[src/rtl/msr_pkg.sv]
package msr_pkg;
    localparam int NLINES = 4;
    localparam int CTL_W  = 5;

    // Line index inside the status and change nibbles
    localparam int IDX_CTS = 0;
    localparam int IDX_DSR = 1;
    localparam int IDX_RI  = 2;
    localparam int IDX_DCD = 3;

    // Control register bit positions
    localparam int CTL_DTR  = 0;
    localparam int CTL_RTS  = 1;
    localparam int CTL_OUT1 = 2;
    localparam int CTL_OUT2 = 3;
    localparam int CTL_LOOP = 4;

    localparam logic [NLINES-1:0] LINE_RST = 4'b1011;
    localparam logic [CTL_W-1:0]  CTL_RST  = 5'b01000;

    typedef struct packed {
        logic [NLINES-1:0] lvl;
        logic [NLINES-1:0] chg;
    } msr_state_t;
endpackage

[src/rtl/msr_sync.sv]
module msr_sync #(
    parameter int              W       = 4,
    parameter int              STAGES  = 2,
    parameter logic [W-1:0]    RST_VAL = '0
) (
    input  logic         clk,
    input  logic         rst_n,
    input  logic [W-1:0] async_in,
    output logic [W-1:0] sync_out
);
    for (genvar b = 0; b < W; b++) begin : g_bit
        logic [STAGES-1:0] chain_q;
        logic [STAGES-1:0] chain_d;

        always_comb begin
            chain_d = {chain_q[STAGES-2:0], async_in[b]};
        end

        always_ff @(posedge clk or negedge rst_n) begin
            if (!rst_n) chain_q <= {STAGES{RST_VAL[b]}};
            else        chain_q <= chain_d;
        end

        assign sync_out[b] = chain_q[STAGES-1];
    end
endmodule

[src/rtl/msr_delta.sv]
module msr_delta
    import msr_pkg::*;
(
    input  logic              clk,
    input  logic              rst_n,
    input  logic [NLINES-1:0] line_lvl,
    input  logic              clr,
    output msr_state_t        st_q
);
    msr_state_t        st_d;
    logic [NLINES-1:0] hit;

    always_comb begin
        hit          = line_lvl ^ st_q.lvl;
        hit[IDX_RI]  = st_q.lvl[IDX_RI] & ~line_lvl[IDX_RI];
        st_d         = st_q;
        st_d.lvl     = line_lvl;
        if (clr) st_d.chg = '0;
        st_d.chg     = st_d.chg | hit;
    end

    always_ff @(posedge clk or negedge rst_n) begin
        if (!rst_n) st_q <= '{lvl: LINE_RST, chg: '0};
        else        st_q <= st_d;
    end
endmodule

[src/rtl/modem_status_reg.sv]
module modem_status_reg
    import msr_pkg::*;
(
    input  logic             clk,
    input  logic             rst_n,
    input  logic             cts_in,
    input  logic             dsr_in,
    input  logic             ri_in,
    input  logic             dcd_in,
    input  logic             ctl_wr,
    input  logic [CTL_W-1:0] ctl_wdata,
    output logic [CTL_W-1:0] ctl_q,
    input  logic             stat_rd,
    output logic [7:0]       stat_rdata,
    output logic             chg_pend
);
    logic [NLINES-1:0] raw_lines;
    logic [NLINES-1:0] sync_lines;
    logic [CTL_W-1:0]  ctl_d;
    logic [CTL_W-1:0]  ctl_r;
    msr_state_t        st;
    logic              loop_on;
    logic              rd_clr;

    always_comb begin
        raw_lines          = '0;
        raw_lines[IDX_CTS] = cts_in;
        raw_lines[IDX_DSR] = dsr_in;
        raw_lines[IDX_RI]  = ri_in;
        raw_lines[IDX_DCD] = dcd_in;
    end

    msr_sync #(.W(NLINES), .STAGES(2), .RST_VAL(LINE_RST)) u_sync (
        .clk      (clk),
        .rst_n    (rst_n),
        .async_in (raw_lines),
        .sync_out (sync_lines)
    );

    always_comb begin
        ctl_d = ctl_r;
        if (ctl_wr) ctl_d = ctl_wdata;
    end

    always_ff @(posedge clk or negedge rst_n) begin
        if (!rst_n) ctl_r <= CTL_RST;
        else        ctl_r <= ctl_d;
    end

    assign loop_on = ctl_r[CTL_LOOP];
    assign rd_clr  = stat_rd & ~loop_on;

    msr_delta u_delta (
        .clk      (clk),
        .rst_n    (rst_n),
        .line_lvl (sync_lines),
        .clr      (rd_clr),
        .st_q     (st)
    );

    always_comb begin
        if (loop_on)
            stat_rdata = {ctl_r[CTL_OUT2], ctl_r[CTL_OUT1],
                          ctl_r[CTL_DTR],  ctl_r[CTL_RTS], 4'h0};
        else
            stat_rdata = {st.lvl, st.chg};
    end

    assign chg_pend = |st.chg;
    assign ctl_q    = ctl_r;
endmodule

[config.mk]
export PLATFORM = sky130hd
export DESIGN_NAME = modem_status_reg
export DESIGN_NICKNAME = d
export VERILOG_FILES = /design/src/rtl/msr_pkg.sv /design/src/rtl/msr_sync.sv /design/src/rtl/msr_delta.sv /design/src/rtl/modem_status_reg.sv
export SDC_FILE = /design/constraint.sdc
export NUM_CORES = 1
export LEC_CHECK = 0
export CORE_MARGIN = 4
export CORE_UTILIZATION = 45
export CTS_CLUSTER_DIAMETER = 40
export DETAILED_ROUTE_END_ITERATION = 12
export PLACE_DENSITY = 0.8
export SYNTH_ARGS = -nofsm -noshare
export SYNTH_HDL_FRONTEND = slang
export SYNTH_SLANG_ARGS = --single-unit
[constraint.sdc]
create_clock -name clk -period 2.3 [get_ports clk]
set_input_delay 0.69 -clock clk [delete_from_list [all_inputs] [get_ports clk]]
set_output_delay 0.69 -clock clk [all_outputs]
set_load 0.01 [all_outputs]
==> results of run 1 <==
[critical path, delay by kind of cell (launching register included)]
family | cells | cell delay (ps)
DFF | 1 | 500
buffers and inverters | 2 | 460
muxes | 1 | 280
[how the worst max path moves through the flow]
stage | to | slack (ps) | cells past startpoint
finish | stat_rdata[4] | 90 | 3
global route | stat_rdata[4] | 20 | 3
CTS | stat_rdata[5] | 7 | 2
detailed placement | stat_rdata[4] | 210 | 2
global placement | stat_rdata[7] | 210 | 2
floorplan | stat_rdata[4] | 740 | 2
[registers in the layout (all words and copies together), names as in the netlist]
| register | cells |
|---|---|
| u_delta.st_q | 8 |
| ctl_q | 5 |
| u_sync.g_bit.chain_q | 8 |
[kinds of logic after synthesis]
family / Yosys count / share of synthesized area [%]
flip-flops: 21 / 71.4
multiplexers: 8 / 13.5
AND/OR/NAND/NOR: 7 / 4.15
buffers and inverters: 6 / 3.99
AO/OA/AOI/OAI: 5 / 3.49
XOR/XNOR: 3 / 3.49
[what timing repair did]
action | CTS | global route
hold buffers | 0 | 0
setup buffers | 1 | 2
cloned | 0 | 0
setup endpoints to repair | 4 | 1
resized for setup | 3 | 1
pin swaps | 0 | 0
[stage by stage]
stage | total power, mW | instance area, um^2 | std cells | util [%] | setup WS [ps]
global route | 0.790 | 1080 | 99 | 70.0 | 19.8
global placement | 0.575 | 1030 | 92 | 66.8 | 210
CTS | 0.752 | 1060 | 97 | 68.9 | 6.51
finish | 0.747 | 1080 | 99 | 70.0 | 85.0
floorplan | 0.488 | 753 | 50 | - | 741
detailed placement | 0.580 | 1030 | 92 | 66.8 | 208
[cell usage after synthesis (all sizes together)]
master  number
dfrtp       11
dfstp       10
mux2         8
inv          5
nor2         4
o21ai        4
xnor2        3
buf          1
nand2        1
nand4        1
nor2b        1
o22ai        1
[per-layer routing]
| metal | vias to the layer above | track usage, % |
|---|---|---|
| met5 | - | 0 |
| met4 | 0 | 6.28 |
| met3 | 2 | 4.89 |
| met2 | 18 | 19.6 |
| met1 | 239 | 14.7 |
| li1 | 229 | - |
[power by group]
part	switching, mW	internal, mW
Combinational	0.0572	0.0947
Sequential	0.0181	0.405
Clock	0.104	0.0675
[area by class of cell]
| class | instances | area [um^2] | area share (%) |
|---|---|---|---|
| Clock buffer | 4 | 26.3 | 2.43 |
| Inverter | 5 | 18.8 | 1.74 |
| Multi-Input combinational cell | 23 | 185 | 17.1 |
| Sequential cell | 21 | 539 | 49.9 |
| Tap cell | 16 | 20.0 | 1.85 |
| Timing Repair Buffer | 30 | 290 | 26.9 |
==> results.py, run 1 <==
metrics = {
    "floorplan": {
        "dieArea_mm2": 0.00239,
        "rows": 14,
        "floorplan.initialDensity_pct": 48.9,
        "die_height_um": 48.9,
        "ios": 27,
        "die_x_um": 48.9,
        "core_area_mm2": 0.00154,
    },
    "setup_path": {
        "required_ps": 1610,
        "critPathMaxStageDelay_ps": 500,
        "start_kind": "flip-flop",
        "cp_max_fo": 10,
        "cp.arrival_ps": 1520,
        "worst_setup_path_end_kind": "output port",
        "cp_slowest_cell": "dfrtp_2",
        "critical_path_class": "reg -> out",
        "ff2ff_path_depth": 3,
        "rr_startpoint": "ctl_q[4]",
        "path_cells": "buf_4 > mux2_4 > dlygate4sd2_1",
        "r2r_end": "u_delta.st_q[0]",
        "crit_start": "ctl_q[4]",
        "reg2reg_slack_ps": 1180,
    },
    "layout": {
        "drive_above_1_share_pct": 31.3,
        "fin_nets": 97,
        "num_antenna_cells": 0,
        "area_delta_synth_final_pct": 43.4,
        "final_common_cell": "clkdlybuf4s50_1",
        "fill_cells": 117,
        "layout_common_cells": "clkdlybuf4s50_1, dfrtp_1, dfstp_2",
    },
    "clock_network": {
        "numCtsBuffers": 3,
        "h-tree-depth": 1,
        "clk_pin_slew_ps": 110,
        "cts_buffer_depth": 2,
        "clkLatencyLatePin_ps": 290,
        "cts_tree": "built",
        "cts.sinks": 21,
        "cts_root_buffer": "clkbuf_4",
    },
    "sta": {
        "min_period_over_period_pct": 96.3,
        "tightest_slew_ps": 281,
        "slew_violations": 0,
        "fmax_mhz": 451,
        "fin_worst_skew_ps": 1.12,
        "relSlewSlack_pct": 81.2,
        "timing.setup.tns_ps": 0,
        "final-hold-violation-count": 0,
        "holdWs_ps": 363,
        "rsz0062_at_grt": "false",
        "layout_min_cycle_time_ps": 2210,
        "finalSetupViolCount": 0,
    },
    "placed_design": {
        "port_buffers": 26,
        "finalWeightedCongestion": 0.685,
        "dp_hpwl_mm": 1.04,
    },
    "detailed_routing": {
        "via_per_inst": 4.93,
        "drt-wirelength-per-cell_um": 14.1,
        "wl_met1_um": 585,
        "drc_errors": 0,
        "drt_iter0_drc": 2,
        "wl_met2_um": 684,
        "drtPass1Iterations": 2,
        "wirelength_mm": 1.40,
        "via_count": 488,
        "drt.antenna.violating_nets": 0,
        "wl_met3_um": 108,
        "maxUsedRoutingLayer": "met4",
    },
    "global_routing": {
        "antenna_found_initial": 0,
        "grt_use_total_pct": 12.5,
        "grt_max_degree": 22,
        "grt_pass1_wl_mm": 2.30,
        "grt.overflow.total": 0,
        "grt_pass1_vias": 535,
    },
    "worst_hold_path": {
        "worstHoldPathType": "reg -> reg",
        "min_path_cells": 0,
        "hp-start": "u_sync.g_bit[3].chain_q[0]",
        "min_to": "u_sync.g_bit[3].chain_q[1]",
    },
    "run": {
        "cap_violations": 0,
    },
    "power": {
        "total_leakage_power_nw": 0.479,
        "pwr_density_cell_mw_per_mm2": 692,
        "ir_drop_mv": 0.516,
    },
    "synth": {
        "synthTopCellsByArea": "dfrtp_1, dfstp_2, mux2_2, mux2_4, xnor2_1",
        "yosysUniqueCellTypes": 13,
        "yosys.area.top_type": "dfrtp_1",
        "syn_inst": 50,
        "netlist_area_um2": 753,
        "avgSynthCellArea_um2": 15.1,
        "synth_top_area_share_pct": 36.5,
        "ys_seq_area_share_pct": 71.4,
        "syn_nets": 63,
        "ys_ff_latch": 21,
        "yosys_warnings": 0,
    },
    "outcome": {
        "status": "finished, final reports clean",
    },
}
Power figures use the tool's default switching activity.
==> run 2, diff against run 1 <==
- CORE_UTILIZATION: 45 -> 42
- PLACE_DENSITY: 0.8 -> 0.73
- clock period: 2.3 -> 2.2 ns (I/O delays scaled with it)
==> results.py, run 2 (synthesized netlist as in run 1, its figures left out) <==
metrics = {
    "outcome": {
        "status": "finished, final reports clean",
    },
    "sta": {
        "rsz0062_at_grt": "false",
        "layout_min_cycle_time_ps": 2130,
        "relSlewSlack_pct": 83.2,
        "fin_worst_skew_ps": 3.01,
        "timing.setup.tns_ps": 0,
        "slew_violations": 0,
        "final-hold-violation-count": 0,
        "min_period_over_period_pct": 96.9,
        "fmax_mhz": 469,
        "finalSetupViolCount": 0,
        "tightest_slew_ps": 252,
    },
    "setup_path": {
        "crit_buf_inv": 2,
        "cp_slowest_cell": "dfrtp_2",
        "cp_max_fo": 5,
        "reg2reg_slack_ps": 1110,
        "required_ps": 1540,
        "cp.arrival_ps": 1470,
        "critPathMaxStageDelay_ps": 460,
        "worst_setup_path_end_kind": "output port",
        "path_cells": "buf_4 > mux2_4 > dlygate4sd2_1",
        "critPathTopFamily": "flip-flops",
        "critical_path_class": "reg -> out",
        "start_kind": "flip-flop",
    },
    "clock_network": {
        "h-tree-depth": 1,
        "cts_tree": "built",
        "clkLatencyLatePin_ps": 290,
        "clk_pin_slew_ps": 110,
        "cts.sinks": 21,
        "cts_buffer_depth": 2,
        "numCtsBuffers": 3,
        "cts_root_buffer": "clkbuf_4",
    },
    "layout": {
        "num_antenna_cells": 0,
        "final_common_cell": "clkdlybuf4s50_1",
        "fin_nets": 98,
        "instances_no_fill": 109,
        "layout_common_cells": "clkdlybuf4s50_1, dfrtp_1, dfstp_2",
        "drive_above_1_share_pct": 32.1,
        "final_util_pct": 63.8,
        "area_delta_synth_final_pct": 44.7,
    },
    "global_routing": {
        "grt.overflow.total": 0,
        "grt_pass1_wl_mm": 2.23,
        "grt_max_degree": 22,
        "antenna_found_initial": 0,
        "grt_use_total_pct": 12.2,
        "grt_pass1_vias": 507,
    },
    "detailed_routing": {
        "drtPass1Iterations": 4,
        "wirelength_mm": 1.35,
        "via_per_inst": 4.50,
        "drt-wirelength-per-cell_um": 12.4,
        "drt_iter0_drc": 6,
        "drt.antenna.violating_nets": 0,
        "via_count": 490,
        "drc_errors": 0,
    },
    "floorplan": {
        "ios": 27,
        "core_area_mm2": 0.00171,
        "floorplan.initialDensity_pct": 44.1,
        "die_x_um": 50.4,
        "dieArea_mm2": 0.00254,
        "rows": 15,
        "die_height_um": 50.4,
    },
    "placed_design": {
        "dp_hpwl_um": 981,
        "finalWeightedCongestion": 0.691,
        "placed_cells": 102,
        "port_buffers": 26,
    },
    "power": {
        "pwr_density_cell_mw_per_mm2": 704,
        "power_mw": 0.768,
        "total_leakage_power_nw": 0.495,
        "ir_drop_mv": 0.555,
    },
    "worst_hold_path": {
        "worstHoldPathType": "reg -> reg",
    },
    "run": {
        "cap_violations": 0,
    },
}
run 2: path summary, 6_finish.rpt:
path | to | cells past startpoint | from
worst max-delay path | stat_rdata[4] | 3 | ctl_q[4]
worst min-delay path | u_sync.g_bit[2].chain_q[1] | 0 | u_sync.g_bit[2].chain_q[0]
worst max register to register | u_delta.st_q[2] | 3 | ctl_q[4]
worst min register to register | u_sync.g_bit[2].chain_q[1] | 0 | u_sync.g_bit[2].chain_q[0]
max in group asynchronous | ctl_q[3] | 2 | rst_n
min in group asynchronous | u_delta.st_q[0] | 2 | rst_n
run 2: final cells by class:
class / instances / area [um^2]
well taps: 25 / 31.3
clock buffers: 4 / 26.3
fillers: 150 / 618
multi-input cells: 23 / 185
repair buffers: 31 / 289
flip-flops and latches: 21 / 539
inverters: 5 / 18.8
run 2: timing repair:
item,CTS,global route
gates resized for setup,9,1
endpoints found under the setup margin,8,1
buffers inserted,3,0
hold buffers,0,0
endpoints found under the hold margin,0,0
run 2: stage by stage:
| stage | hold slack [ps] | instance area, um^2 | setup WS, ps |
|---|---|---|---|
| 2_1_floorplan | 331 | 753 | 671 |
| 6_report | 361 | 1090 | 69.0 |
| 3_3_place_gp | 335 | 1050 | 197 |
| 4_1_cts | 361 | 1090 | 7.93 |
| 3_5_place_dp | 336 | 1050 | 189 |
| 5_1_grt | 362 | 1090 | 19.4 |
run 2: worst register-to-register path, stage by stage (launching register included):
cell and delay [ps]:
dfrtp_2 460, buf_2 160, nor2b_1 230, o22ai_1 130
run 2: power by group:
group | internal (mW) | total (mW) | switching, mW
sequential | 0.424 | 0.441 | 0.0176
combinational | 0.0917 | 0.153 | 0.0616
clock | 0.0704 | 0.173 | 0.103
run 2: routing by layer:
layer | wire length (um) | vias up | share of wire (%) | track usage (%)
met5 | 0 | - | 0 | 0
met4 | 8 | 0 | 0.59 | 6.73
met3 | 89 | 2 | 6.6 | 3.86
met2 | 683 | 17 | 51 | 19.6
met1 | 567 | 242 | 42 | 14.3
li1 | - | 229 | - | -
==> run 3, diff against run 2 <==
- RECOVER_POWER: unset -> 50
- SLEW_MARGIN: unset -> 20
==> results.py, run 3 (synthesized netlist as in run 1, its figures left out) <==
metrics = {
    "outcome": {
        "status": "finished, final reports clean",
    },
    "detailed_routing": {
        "drt_iter0_drc": 6,
        "drt.antenna.violating_nets": 0,
        "drtPass1Iterations": 4,
        "drc_errors": 0,
        "via_per_inst": 4.52,
        "drt-wirelength-per-cell_um": 12.3,
        "via_count": 493,
        "wirelength_mm": 1.34,
    },
    "floorplan": {
        "core_area_mm2": 0.00171,
        "die_x_um": 50.4,
        "rows": 15,
        "die_height_um": 50.4,
        "dieArea_mm2": 0.00254,
        "floorplan.initialDensity_pct": 44.1,
        "ios": 27,
    },
    "placed_design": {
        "dp_hpwl_um": 981,
        "pre_cts_ws_ps": 189,
        "placed_cells": 102,
        "port_buffers": 26,
        "finalWeightedCongestion": 0.691,
    },
    "clock_network": {
        "h-tree-depth": 1,
        "cts_buffer_depth": 2,
        "cts.sinks": 21,
        "cts_tree": "built",
        "cts_hold_buffers": 0,
        "numCtsBuffers": 3,
        "cts_root_buffer": "clkbuf_4",
        "clk_pin_slew_ps": 110,
        "clkLatencyLatePin_ps": 290,
    },
    "sta": {
        "relSlewSlack_pct": 29.8,
        "fin_worst_skew_ps": 2.55,
        "timing.setup.tns_ps": 0,
        "min_period_over_period_pct": 96.9,
        "fin_ws_ps": 67.9,
        "layout_min_cycle_time_ps": 2130,
        "slew_violations": 0,
        "rsz0062_at_grt": "false",
        "tightest_slew_ps": 1050,
        "finalSetupViolCount": 0,
        "final-hold-violation-count": 0,
        "holdWs_ps": 361,
        "fmax_mhz": 469,
    },
    "global_routing": {
        "grt_pass1_vias": 507,
        "grt_use_total_pct": 12.2,
        "antenna_found_initial": 0,
        "grt_max_degree": 22,
        "grt_pass1_wl_mm": 2.23,
        "grt.overflow.total": 0,
    },
    "setup_path": {
        "critPathTopFamily": "flip-flops",
        "crit_buf_inv": 2,
        "critical_path_class": "reg -> out",
        "required_ps": 1540,
        "start_kind": "flip-flop",
        "cp_max_fo": 5,
        "path_cells": "buf_4 > mux2_4 > dlygate4sd2_1",
        "worst_setup_path_end_kind": "output port",
        "cp.arrival_ps": 1470,
        "cp_slowest_cell": "dfrtp_2",
        "critPathMaxStageDelay_ps": 460,
    },
    "power": {
        "total_leakage_power_nw": 0.491,
        "pwr_density_cell_mw_per_mm2": 703,
        "p_sw_share_pct": 23.8,
        "p_clk_share_pct": 22.7,
        "p_int_mw": 0.582,
        "seq_power_share_pct": 57.6,
        "ir_drop_mv": 0.553,
        "pwr-share-comb_pct": 19.7,
        "switchingPower_mw": 0.182,
    },
    "layout": {
        "layout_common_cells": "clkdlybuf4s50_1, dfrtp_1, dfstp_2, dlygate4sd2_1",
        "fin_nets": 98,
        "final_util_pct": 63.6,
        "instances_no_fill": 109,
        "drive_above_1_share_pct": 27.4,
        "final_common_cell": "clkdlybuf4s50_1",
        "area_delta_synth_final_pct": 44.2,
        "num_antenna_cells": 0,
    },
    "worst_hold_path": {
        "worstHoldPathType": "reg -> reg",
    },
    "run": {
        "cap_violations": 0,
    },
}
==> run 3: cell types whose count changed in the layout (fill, tap and decap cells not counted) <==
cell | before | now
dfstp_1 | 0 | 3
dfstp_2 | 10 | 7
clkdlybuf4s50_1 | 18 | 13
clkbuf_1 | 1 | 2
buf_4 | 4 | 3
dlygate4sd3_1 | 0 | 5
==> run 3: worst register-to-register path, cell delays in order, from the launching register on <==
cell,delay (ps)
dfrtp_2,460
buf_2,160
nor2b_1,230
o22ai_1,130
==> run 3: power groups by stage <==
stage	logic (mW)	registers [mW]	clock network [mW]
2_1_floorplan	0.0635	0.447	0
3_3_place_gp	0.156	0.449	0
3_5_place_dp	0.158	0.451	0
4_1_cts	0.157	0.442	0.181
5_1_grt	0.163	0.444	0.207
6_report	0.150	0.440	0.173
==> run 3: through the flow <==
stage                     cell area, um^2  total power, mW
after global placement               1050            0.604
after CTS                            1090            0.779
after detailed placement             1050            0.609
after floorplan                       753            0.510
after global routing                 1090            0.814
final                                1090            0.764
==> run 3: worst paths after layout <==
check | depth (start not counted) | startpoint | slack (ps) | to
max | 3 | ctl_q[4] | 70 | stat_rdata[4]
min | 0 | u_sync.g_bit[2].chain_q[0] | 360 | u_sync.g_bit[2].chain_q[1]
max reg2reg | 3 | ctl_q[4] | 1110 | u_delta.st_q[2]
min reg2reg | 0 | u_sync.g_bit[2].chain_q[0] | 360 | u_sync.g_bit[2].chain_q[1]
max in group asynchronous | 2 | rst_n | 440 | ctl_q[4]
min in group asynchronous | 2 | rst_n | 1060 | u_delta.st_q[0]
==> run 3: layout make-up <==
type / count / area [um^2]
tap: 25 / 31.3
multi-input combinational: 23 / 185
inverter: 5 / 18.8
sequential: 21 / 539
fill: 149 / 622
clock buffer: 4 / 26.3
timing repair buffer: 31 / 285
==> run 3: layer usage <==
metal  wire length (um)  up-vias  share of wire (%)  track usage (%)
li1                   -      229                  -                -
met1                575      247                 43             14.3
met2                676       15                 50             19.6
met3                 79        2                5.9             3.86
met4                  8        0               0.60             6.73
met5                  0        -                  0                0
==> run 3: timing repair <==
action                     CTS  global route
setup buffers                3             0
setup endpoints to repair    8             1
resized for setup            9             1
